## config.mk

```make
export PLATFORM = sky130hd
export DESIGN_NAME = dma_tag_walker
export DESIGN_NICKNAME = d
export VERILOG_FILES = /design/src/rtl/tagwalk_pkg.sv /design/src/rtl/tagwalk_stack.sv /design/src/rtl/tagwalk_decode.sv /design/src/rtl/dma_tag_walker.sv
export SDC_FILE = /design/constraint.sdc
export NUM_CORES = 1
export LEC_CHECK = 0
export BUFFER_PORTS_ARGS = -buffer_cell sky130_fd_sc_hd__buf_2
export CELL_PAD_IN_SITES_DETAIL_PLACEMENT = 1
export CELL_PAD_IN_SITES_GLOBAL_PLACEMENT = 2
export CORE_ASPECT_RATIO = 0.7
export CORE_UTILIZATION = 30
export DETAILED_ROUTE_END_ITERATION = 12
export PLACE_DENSITY_LB_ADDON = 0.1
export SLEW_MARGIN = 5
export SYNTH_ARGS = -nofsm -noshare
export SYNTH_HDL_FRONTEND = slang
export SYNTH_SLANG_ARGS = --single-unit
```

## constraint.sdc

```tcl
create_clock -name clk -period 3.1 [get_ports clk]
set_input_delay 0.62 -clock clk [delete_from_list [all_inputs] [get_ports clk]]
set_output_delay 0.62 -clock clk [all_outputs]
set_load 0.01 [all_outputs]
```

## src/rtl/tagwalk_pkg.sv

```systemverilog
// Package: shared constants and types for the tag walker.
// Assumes the 64-bit tag layout the walker and its decoder both rely on.
package tagwalk_pkg;

    localparam int ADDR_W   = 32;   // byte address width
    localparam int QWC_W    = 16;   // quadword count width
    localparam int TAG_W    = 64;   // tag width
    localparam int ALIGN_W  = 4;    // low address bits that must be zero
    localparam int QW_BYTES = 16;   // bytes per quadword

    // Operation codes carried in command bits 30:28
    typedef enum logic [2:0] {
        OP_REFE = 3'd0,
        OP_CNT  = 3'd1,
        OP_NEXT = 3'd2,
        OP_REF  = 3'd3,
        OP_REFS = 3'd4,
        OP_CALL = 3'd5,
        OP_RET  = 3'd6,
        OP_END  = 3'd7
    } tag_op_e;

    // Tag layout, most significant field first
    typedef struct packed {
        logic [ADDR_W-1:0] addr;   // 63:32
        logic              irq;    // 31
        tag_op_e           op;     // 30:28
        logic [1:0]        prio;   // 27:26, not used by the walker
        logic [9:0]        rsvd;   // 25:16
        logic [QWC_W-1:0]  qwc;    // 15:0
    } tag_t;

    typedef enum logic [1:0] {
        ST_IDLE   = 2'd0,
        ST_FETCH  = 2'd1,
        ST_DECODE = 2'd2,
        ST_XFER   = 2'd3
    } walk_state_e;

endpackage

```

## src/rtl/tagwalk_stack.sv

```systemverilog
// Module: return-address stack for call/return tags.
// Holds DEPTH addresses. The caller must not push when full or pop when empty.
// The top entry is valid only when not empty.
module tagwalk_stack #(
    parameter int DEPTH = 2,
    parameter int AW    = 32,
    localparam int PW   = $clog2(DEPTH + 1)
) (
    input  logic          clk,
    input  logic          rst_n,
    input  logic          clear_i,
    input  logic          push_i,
    input  logic          pop_i,
    input  logic [AW-1:0] push_addr_i,
    output logic [AW-1:0] top_addr_o,
    output logic [PW-1:0] level_o,
    output logic          full_o,
    output logic          empty_o
);

    logic [AW-1:0] slot [DEPTH];
    logic [PW-1:0] level;

    assign full_o  = (level == PW'(DEPTH));
    assign empty_o = (level == '0);
    assign level_o = level;

    // Occupancy counter: clear on new walk, move on push or pop
    always_ff @(posedge clk) begin
        if (!rst_n || clear_i) begin
            level <= '0;
        end else if (push_i && !full_o) begin
            level <= level + 1'b1;
        end else if (pop_i && !empty_o) begin
            level <= level - 1'b1;
        end
    end

    // One storage register per entry, written when it is the next free one
    for (genvar g = 0; g < DEPTH; g++) begin : g_slot
        always_ff @(posedge clk) begin
            if (!rst_n) begin
                slot[g] <= '0;
            end else if (push_i && !full_o && level == PW'(g)) begin
                slot[g] <= push_addr_i;
            end
        end
    end

    // Select the most recently pushed entry
    always_comb begin
        top_addr_o = '0;
        for (int i = 0; i < DEPTH; i++) begin
            if (level == PW'(i + 1)) top_addr_o = slot[i];
        end
    end

    AST_STACK_NO_OVERFLOW: assert property (@(posedge clk) disable iff (!rst_n)
        push_i |-> !full_o);
    AST_STACK_NO_UNDERFLOW: assert property (@(posedge clk) disable iff (!rst_n)
        pop_i |-> !empty_o);

endmodule

```

## src/rtl/tagwalk_decode.sv

```systemverilog
// Module: combinational decode of one fetched tag.
// From the tag, its own address and the stack state it gives the data
// address, the next tag address, halt, push/pop and fault.
// Assumes the tag address itself is already aligned.
module tagwalk_decode
    import tagwalk_pkg::*;
(
    input  tag_t              tag_i,
    input  logic [ADDR_W-1:0] tag_ptr_i,
    input  logic              stk_full_i,
    input  logic              stk_empty_i,
    input  logic [ADDR_W-1:0] stk_top_i,
    output logic [ADDR_W-1:0] data_addr_o,
    output logic [ADDR_W-1:0] next_addr_o,
    output logic [ADDR_W-1:0] ret_addr_o,
    output logic              halt_o,
    output logic              push_o,
    output logic              pop_o,
    output logic              fault_o
);

    logic [ADDR_W-1:0] after_tag;
    logic [ADDR_W-1:0] after_data;
    logic              field_bad;

    // Address arithmetic shared by all operations
    always_comb begin
        after_tag  = tag_ptr_i + ADDR_W'(QW_BYTES);
        after_data = after_tag + ADDR_W'({tag_i.qwc, {ALIGN_W{1'b0}}});
        field_bad  = |tag_i.addr[ALIGN_W-1:0];
        ret_addr_o = after_data;
    end

    // Operation decode
    always_comb begin
        data_addr_o = after_tag;
        next_addr_o = after_tag;
        halt_o      = 1'b0;
        push_o      = 1'b0;
        pop_o       = 1'b0;
        fault_o     = 1'b0;
        unique case (tag_i.op)
            OP_REFE: begin
                data_addr_o = tag_i.addr;
                halt_o      = 1'b1;
                fault_o     = field_bad;
            end
            OP_CNT: begin
                next_addr_o = after_data;
            end
            OP_NEXT: begin
                next_addr_o = tag_i.addr;
                fault_o     = field_bad;
            end
            OP_REF, OP_REFS: begin
                data_addr_o = tag_i.addr;
                fault_o     = field_bad;
            end
            OP_CALL: begin
                next_addr_o = tag_i.addr;
                fault_o     = field_bad || stk_full_i;
                push_o      = !(field_bad || stk_full_i);
            end
            OP_RET: begin
                if (!stk_empty_i) begin
                    next_addr_o = stk_top_i;
                    pop_o       = 1'b1;
                end else begin
                    halt_o = 1'b1;
                end
            end
            OP_END: begin
                halt_o = 1'b1;
            end
        endcase
    end

endmodule

```

## src/rtl/dma_tag_walker.sv

```systemverilog
// Module: top of the chained tag sequencer for one source-side channel.
// Walks the tag list: fetch, decode, optional transfer, repeat.
// Assumes fetch data is valid only while fetch_req_o is high, and that the
// transfer sink may stall with xfer_ready_i low.
module dma_tag_walker
    import tagwalk_pkg::*;
#(
    parameter int STK_DEPTH = 2,
    localparam int STK_PW   = $clog2(STK_DEPTH + 1)
) (
    input  logic              clk,
    input  logic              rst_n,
    input  logic              start_i,
    input  logic [ADDR_W-1:0] start_addr_i,
    input  logic              irq_en_i,
    output logic              fetch_req_o,
    output logic [ADDR_W-1:0] fetch_addr_o,
    input  logic              fetch_valid_i,
    input  logic [TAG_W-1:0]  fetch_tag_i,
    output logic              xfer_valid_o,
    output logic [ADDR_W-1:0] xfer_addr_o,
    output logic [QWC_W-1:0]  xfer_qwc_o,
    input  logic              xfer_ready_i,
    output logic              busy_o,
    output logic              done_o,
    output logic              error_o,
    output logic              tag_irq_o,
    output logic [15:0]       tag_hi_o,
    output logic [STK_PW-1:0] stk_level_o
);

    walk_state_e       state;
    tag_t              tag_q;
    logic [ADDR_W-1:0] tag_ptr;
    logic [ADDR_W-1:0] xfer_addr_q;
    logic [QWC_W-1:0]  xfer_qwc_q;
    logic              last_q;
    logic              busy_q, done_q, err_q, irq_q;
    logic [15:0]       tag_hi_q;

    logic [ADDR_W-1:0] dec_data, dec_next, dec_ret, stk_top;
    logic              dec_halt, dec_push, dec_pop, dec_fault;
    logic              stk_full, stk_empty, stk_clear;
    logic              in_decode, start_ok;

    assign in_decode = (state == ST_DECODE);
    assign start_ok  = (state == ST_IDLE) && start_i;
    assign stk_clear = start_ok;

    tagwalk_decode u_decode (
        .tag_i       (tag_q),
        .tag_ptr_i   (tag_ptr),
        .stk_full_i  (stk_full),
        .stk_empty_i (stk_empty),
        .stk_top_i   (stk_top),
        .data_addr_o (dec_data),
        .next_addr_o (dec_next),
        .ret_addr_o  (dec_ret),
        .halt_o      (dec_halt),
        .push_o      (dec_push),
        .pop_o       (dec_pop),
        .fault_o     (dec_fault)
    );

    tagwalk_stack #(.DEPTH(STK_DEPTH), .AW(ADDR_W)) u_stack (
        .clk         (clk),
        .rst_n       (rst_n),
        .clear_i     (stk_clear),
        .push_i      (in_decode && dec_push),
        .pop_i       (in_decode && dec_pop),
        .push_addr_i (dec_ret),
        .top_addr_o  (stk_top),
        .level_o     (stk_level_o),
        .full_o      (stk_full),
        .empty_o     (stk_empty)
    );

    // Walk state machine with its status and tag capture
    always_ff @(posedge clk) begin
        if (!rst_n) begin
            state       <= ST_IDLE;
            tag_q       <= '0;
            tag_ptr     <= '0;
            xfer_addr_q <= '0;
            xfer_qwc_q  <= '0;
            last_q      <= 1'b0;
            busy_q      <= 1'b0;
            done_q      <= 1'b0;
            err_q       <= 1'b0;
            irq_q       <= 1'b0;
            tag_hi_q    <= '0;
        end else begin
            irq_q <= 1'b0;
            unique case (state)
                ST_IDLE: begin
                    if (start_i) begin
                        done_q <= 1'b0;
                        if (|start_addr_i[ALIGN_W-1:0]) begin
                            err_q <= 1'b1;
                        end else begin
                            err_q   <= 1'b0;
                            busy_q  <= 1'b1;
                            tag_ptr <= start_addr_i;
                            state   <= ST_FETCH;
                        end
                    end
                end
                ST_FETCH: begin
                    if (fetch_valid_i) begin
                        tag_q    <= tag_t'(fetch_tag_i);
                        tag_hi_q <= fetch_tag_i[31:16];
                        irq_q    <= irq_en_i && fetch_tag_i[31];
                        state    <= ST_DECODE;
                    end
                end
                ST_DECODE: begin
                    if (dec_fault) begin
                        err_q  <= 1'b1;
                        busy_q <= 1'b0;
                        state  <= ST_IDLE;
                    end else begin
                        tag_ptr     <= dec_next;
                        xfer_addr_q <= dec_data;
                        xfer_qwc_q  <= tag_q.qwc;
                        last_q      <= dec_halt;
                        if (tag_q.qwc != '0) begin
                            state <= ST_XFER;
                        end else if (dec_halt) begin
                            done_q <= 1'b1;
                            busy_q <= 1'b0;
                            state  <= ST_IDLE;
                        end else begin
                            state <= ST_FETCH;
                        end
                    end
                end
                ST_XFER: begin
                    if (xfer_ready_i) begin
                        if (last_q) begin
                            done_q <= 1'b1;
                            busy_q <= 1'b0;
                            state  <= ST_IDLE;
                        end else begin
                            state <= ST_FETCH;
                        end
                    end
                end
            endcase
        end
    end

    assign fetch_req_o  = (state == ST_FETCH);
    assign fetch_addr_o = tag_ptr;
    assign xfer_valid_o = (state == ST_XFER);
    assign xfer_addr_o  = xfer_addr_q;
    assign xfer_qwc_o   = xfer_qwc_q;
    assign busy_o       = busy_q;
    assign done_o       = done_q;
    assign error_o      = err_q;
    assign tag_irq_o    = irq_q;
    assign tag_hi_o     = tag_hi_q;

    AST_FETCH_ALIGNED: assert property (@(posedge clk) disable iff (!rst_n)
        fetch_req_o |-> fetch_addr_o[ALIGN_W-1:0] == '0);
    AST_XFER_ALIGNED: assert property (@(posedge clk) disable iff (!rst_n)
        xfer_valid_o |-> xfer_addr_o[ALIGN_W-1:0] == '0);
    AST_XFER_NONZERO: assert property (@(posedge clk) disable iff (!rst_n)
        xfer_valid_o |-> xfer_qwc_o != '0);
    AST_XFER_HELD: assert property (@(posedge clk) disable iff (!rst_n)
        xfer_valid_o && !xfer_ready_i |=> xfer_valid_o && $stable(xfer_addr_o) && $stable(xfer_qwc_o));
    AST_DONE_ERR_EXCL: assert property (@(posedge clk) disable iff (!rst_n)
        !(done_o && error_o));
    AST_IRQ_GATED: assert property (@(posedge clk) disable iff (!rst_n)
        tag_irq_o |-> $past(irq_en_i));
    AST_IRQ_PULSE: assert property (@(posedge clk) disable iff (!rst_n)
        tag_irq_o |=> !tag_irq_o);

endmodule

```

# == Yosys cells after proc, flatten, opt, wreduce, memory -nomap -nowiden ==
# Memory sizes are Yosys's and may differ from the RTL's.
# Cells that the tools add are included.
# op_classes
add_sub_neg,4
n_eq_ne,23
n_mux,54
n_bitwise,3
n_reduce_logical,35
# op_table
operator,n
32-bit 2-to-1 mux,9
32-bit case mux with 3 select lines,1
32-bit case mux with 2 select lines,1
32-bit by 20-bit adder with 32-bit output,1
32-bit by 5-bit adder with 32-bit output (second input constant),1
1-bit 2-to-1 mux,29
2-bit 2-to-1 mux,8
16-bit nonzero test,1
7-bit AND reduction,2
3-bit == test (second input constant),4
2-bit inequality test (second input constant),6
4-bit OR reduction,3
1-bit logical AND,8
2-bit case mux with 4 select lines,1
4-bit AND reduction,2
2-bit == test (second input constant),3
3-bit by 2-bit == test with 1-bit output (second input constant),2
2-bit by 1-bit inequality test with 1-bit output (second input constant),3
3-bit inequality test (second input constant),2
1-bit case mux with 2 select lines,3
1-bit case mux with 3 select lines,2
3-bit AND reduction,2
2-bit by 1-bit == test with 1-bit output (second input constant),2
1-bit logical NOT,4
other kinds (13),19
# totals
reg_bits,156
ramBits,64
in_bits,102
out_inout_bits,104
memories,1
# memory_table
memory,depth,word_bits,read_ports,rd_ports_with_merged_regs,write_ports,line_no,text
u_stack.slot,2,32,2,0,2,tagwalk_stack.sv:21,logic [AW-1:0] slot [DEPTH];

# == Logic depth before layout (Yosys ltp) ==
# logic_depth
word_depth,11
ltp_mapped,15
ltp_nobuf,14

# == Modules after synthesis ==
# From an unflattened synthesis, not the netlist that was laid out.
# unflattened
hier_cells,1425
hier_area_um2,12179.2
# by_module_without_submodules
mod,instances,cells_per_inst,area_per_inst_um2,seq_area_each_um2
dma_tag_walker,1,709,6043.3,3022.9
tagwalk_decode,1,451,3096.7,0.0
tagwalk_stack,1,265,3039.2,1961.9

# == Worst setup path after synthesis ==
# Ideal clock, no wire load.
# synth_path
kind,reg2reg
startpoint,reg tag_ptr[4] (netlist: fetch_addr_o[4])
endpoint,mem u_stack.slot[1][24] (data pin)
setup_time_ns,0.265
arrival_ns,3.177
path_slack_ns,-0.342
stages_incl_launch_ff,14
path_buffers,1
path_cell_list,dfxtp_1 -> and2_1 -> clkbuf_1 -> and3_2 -> xnor2_1 -> inv_1 -> ha_1 -> o21ai_0 -> a211oi_1 -> a22oi_1 -> or3_1 -> a211oi_1 -> xor2_1 -> nor2_1
# synth_rtl
item,line_no,text
start: declaration,dma_tag_walker.sv:34,logic [ADDR_W-1:0] tag_ptr;
start signal: assignment,dma_tag_walker.sv:103,tag_ptr <= start_addr_i;
start signal: assignment,dma_tag_walker.sv:122,tag_ptr <= dec_next;
end: declaration,tagwalk_stack.sv:21,

==> run metrics <==
status finished, violations left; failing checks setup timing; type of the most critical hold path input port to register; first-pass GRT wire length between 70000 and 80000 um; Yosys Warn Count 0; main combinational cell family by area after synthesis compound AO/OA/AOI/OAI gates; Clock Skew approximately 0.012 ns; Final Power ~6.5 mW; grt met2 use between 40 and 50%; Tot GR Track Use 27.1%; post-layout minimum cycle time ~3.2 ns; Setup WS post-layout -0.0756 ns; worst path bufs/invs 4; CTS Buffer Depth 3; drt wl/cell about 24 um; initial antenna violation count 1; Synth top area share 26.9%; die width roughly 230 um; #FFs+latches synth 217; Final Cycle Share 102%; Synth Area in Compound Gates between 20% and 30%; TritonCTS Buffers 26; largest net degree at the start of global routing 74; FF-to-FF path depth 15; DR vias/cell between 5 and 6; Worst-Margin Slew about 0.70 ns; Int Power 4.94 mW; # Max-Cap Violations 0; sw frac between 20% and 30%; critical path fanouts, max 5; most common cell in the netlist nand2_1; Async SR Flop Fraction 0%; Die Y-Extent ~160 um; total grt overflow 0; sequential group share of total power a little under half; met1 Use GR 36.9%; initial core utilization roughly 31%; Fillers around 4400; Core Region 37300 sq um; Area contributors post-synth dfxtp_1 (27%), edfxtp_1 (17%), nand2_1 (8.2%), a21oi_1 (6.8%), nor2_1 (4.8%); max frequency about 0.31 GHz; Max stage delay cell, worst path or3_4; Required @ worst endpoint around 3.4 ns; Primary FF master, synth dfxtp_1; Post-synth EDFFs 64; crit path kind register to register; share of cells above drive strength 1 between 30% and 40%; vias in the first global route between 10000 and 15000; clk_lat worst skew about 0.55 ns; Mapped Area between 10000 and 15000 sq um; DIE AREA about 39000 sq um; Post-Synthesis Cells approximately 1400; CTS tree done; Row Count 59; antenna-violating nets left 0; Total Wirelength 53700 um; I/O Buffers slightly above 200; crit path cell chain ha_4 > inv_4 > nor2_4 > buf_4 > xnor2_2 > inv_1 > ha_4 > nand2_2 > a211oi_2 > a22oi_2 > buf_6 > or3_4 > a211oi_4 > xor2_2 > nor2_1; Worst path depth 15; area grow syn2layout 40.2%; Critical Path AT around 3.5 ns; DRC viols 0; Psw 1.52 mW; Mapped Nets around 1500; Slew headroom roughly 53%; Post-Synth Simple-Gate Area between 20% and 30%; Worst setup SP type register; Yosys top cell by area dfxtp_1; RSZ-0062 raised after global routing yes; clock power share 47.7%; fin. max-slew vios 0; XOR/XNOR share of the synthesized area ~3.4%; # IOs about 200; via count about 12000; share of the yosys chip area belonging to registers between 40% and 50%; Gate power share approximately 6%; GR Layer Usage met3 under 10%; Leakage 6.14 nW; CTS sink count 217; mux share of post-synthesis cell area less than 1%; setup slack at placement -0.348 ns; Max VDD drop 0.000341 V; violation count after the first detailed-route iteration just under 800; nets roughly 1800; Final Wtd Congestion about 0.89; Detailed Routing Iterations Pass 1 8; Final TNS setup -0.479 ns; Synth cell types 78; Post-synth top cells nand2_1 (249), a21oi_1 (154), dfxtp_1 (153), nor2_1 (145), clkbuf_1 (82); Synth Area in Adders under 10%; H-tree Lvls 1; crit-path leading delay family simple AND/OR/NAND/NOR gates; Setup-failing EPs final 14; critical path endpoint category register; crit-path most repeated cell ha_4; hpwl dp ~40000 um; root buf cell clkbuf_16; cell area power density between 400 and 500 nW/um^2; Mean Syn Cell Area 8.30 sq um; CP peak stage delay between 0.3 and 0.4 ns; Final Hold Vio Count 0; Reg clk slew, reported paths 0.06 ns; hold depth 3; gr busiest metal met2
[routing by layer]
metal	share of wire (%)	vias to the layer above	routed length, um
met5	0	-	0
met4	2.2	0	1170
li1	-	5594	-
met1	46	6023	24800
met2	47	289	25500
met3	4.1	68	2220
[power by group through the flow]
stage | clock (mW) | combinational, mW | sequential, mW
2_1_floorplan | 0 | 0.146 | 3.05
3_3_place_gp | 0 | 0.363 | 3.05
3_5_place_dp | 0 | 0.365 | 3.05
4_1_cts | 3.16 | 0.373 | 2.99
5_1_grt | 3.26 | 0.414 | 2.99
6_report | 3.08 | 0.385 | 2.99
[layout make-up]
| type | instances | area (sq um) | share of cell area, % |
|---|---|---|---|
| Multi-Input combinational cell | 1025 | 6650 | 41.7 |
| Sequential cell | 217 | 4990 | 31.3 |
| Timing Repair Buffer | 417 | 2740 | 17.2 |
| Clock buffer | 42 | 793 | 4.97 |
| Tap cell | 488 | 611 | 3.83 |
| Inverter | 26 | 103 | 0.643 |
| Clock inverter | 5 | 51.3 | 0.322 |
| Antenna cell | 1 | 2.50 | 0.0157 |
[cells in the final DEF, fill, tap and decap left out, types with 10 or more instances in the layout]
cell | netlist | routed
a211oi_1 | 34 | 26
a21oi_1 | 154 | 142
a221oi_1 | 14 | 14
a22oi_1 | 28 | 27
and2_1 | 18 | 17
buf_2 | 0 | 205
buf_4 | 7 | 197
clkbuf_1 | 82 | 10
clkbuf_16 | 0 | 28
dfxtp_1 | 153 | 147
edfxtp_1 | 64 | 64
ha_1 | 23 | 11
ha_4 | 0 | 12
inv_1 | 26 | 21
mux2i_1 | 11 | 11
nand2_1 | 249 | 245
nand2b_1 | 13 | 12
nand3_1 | 29 | 25
nor2_1 | 145 | 139
nor3_1 | 27 | 18
o211ai_1 | 21 | 21
o21ai_0 | 51 | 39
o221ai_1 | 15 | 12
xnor2_1 | 29 | 19
xor2_1 | 15 | 11
[final timing paths]
path              startpoint  slack, ns                  end
max          fetch_addr_o[4]      -0.08  u_stack.slot[1][24]
min          fetch_tag_i[46]       0.31            tag_q[46]
min reg2reg   xfer_addr_o[8]       0.45       xfer_addr_o[8]
max reg2reg  fetch_addr_o[4]      -0.08  u_stack.slot[1][24]
[timing repair]
| item | in CTS | in global routing |
|---|---|---|
| endpoints found under the setup margin | 49 | 55 |
| buffers inserted | 10 | 12 |
| hold buffers | 0 | 0 |
| pin swaps | 27 | 37 |
| resized for setup | 59 | 74 |
[metrics by stage]
stage | instance area (sq um) | utilization, % | std cells | hold slack (ns)
after floorplan | 11500 | - | 1370 | 0.448
after global placement | 14200 | 38.2 | 2151 | 0.439
after detailed placement | 14200 | 38.2 | 2151 | 0.440
after CTS | 15400 | 41.4 | 2208 | 0.281
after global routing | 15900 | 42.8 | 2221 | 0.299
final | 15900 | 42.8 | 2221 | 0.305
[registers in the layout (all words and copies together), names as in the netlist]
| name | flops |
|---|---|
| busy_o | 1 |
| done_o | 1 |
| error_o | 1 |
| fetch_addr_o | 32 |
| last_q | 1 |
| state | 2 |
| tag_hi_o | 14 |
| tag_irq_o | 1 |
| tag_q | 50 |
| u_stack.level_o | 2 |
| u_stack.slot | 64 |
| xfer_addr_o | 32 |
| xfer_qwc_o | 16 |
[cell families after synthesis]
kind of cell    Yosys count
compound gates          393
xor+xnor                 44
fa+ha+maj                24
buf+inv                 128
flops                   217
mux                      11
simple gates            553
[worst min-delay path: cells and delay by family]
family | cells | cell delay (ns)
AND/OR/NAND/NOR | 1 | 0.04
buffers and inverters | 1 | 0.09
AO/OA/AOI/OAI | 1 | 0.05
Power figures use the tool's default switching activity.
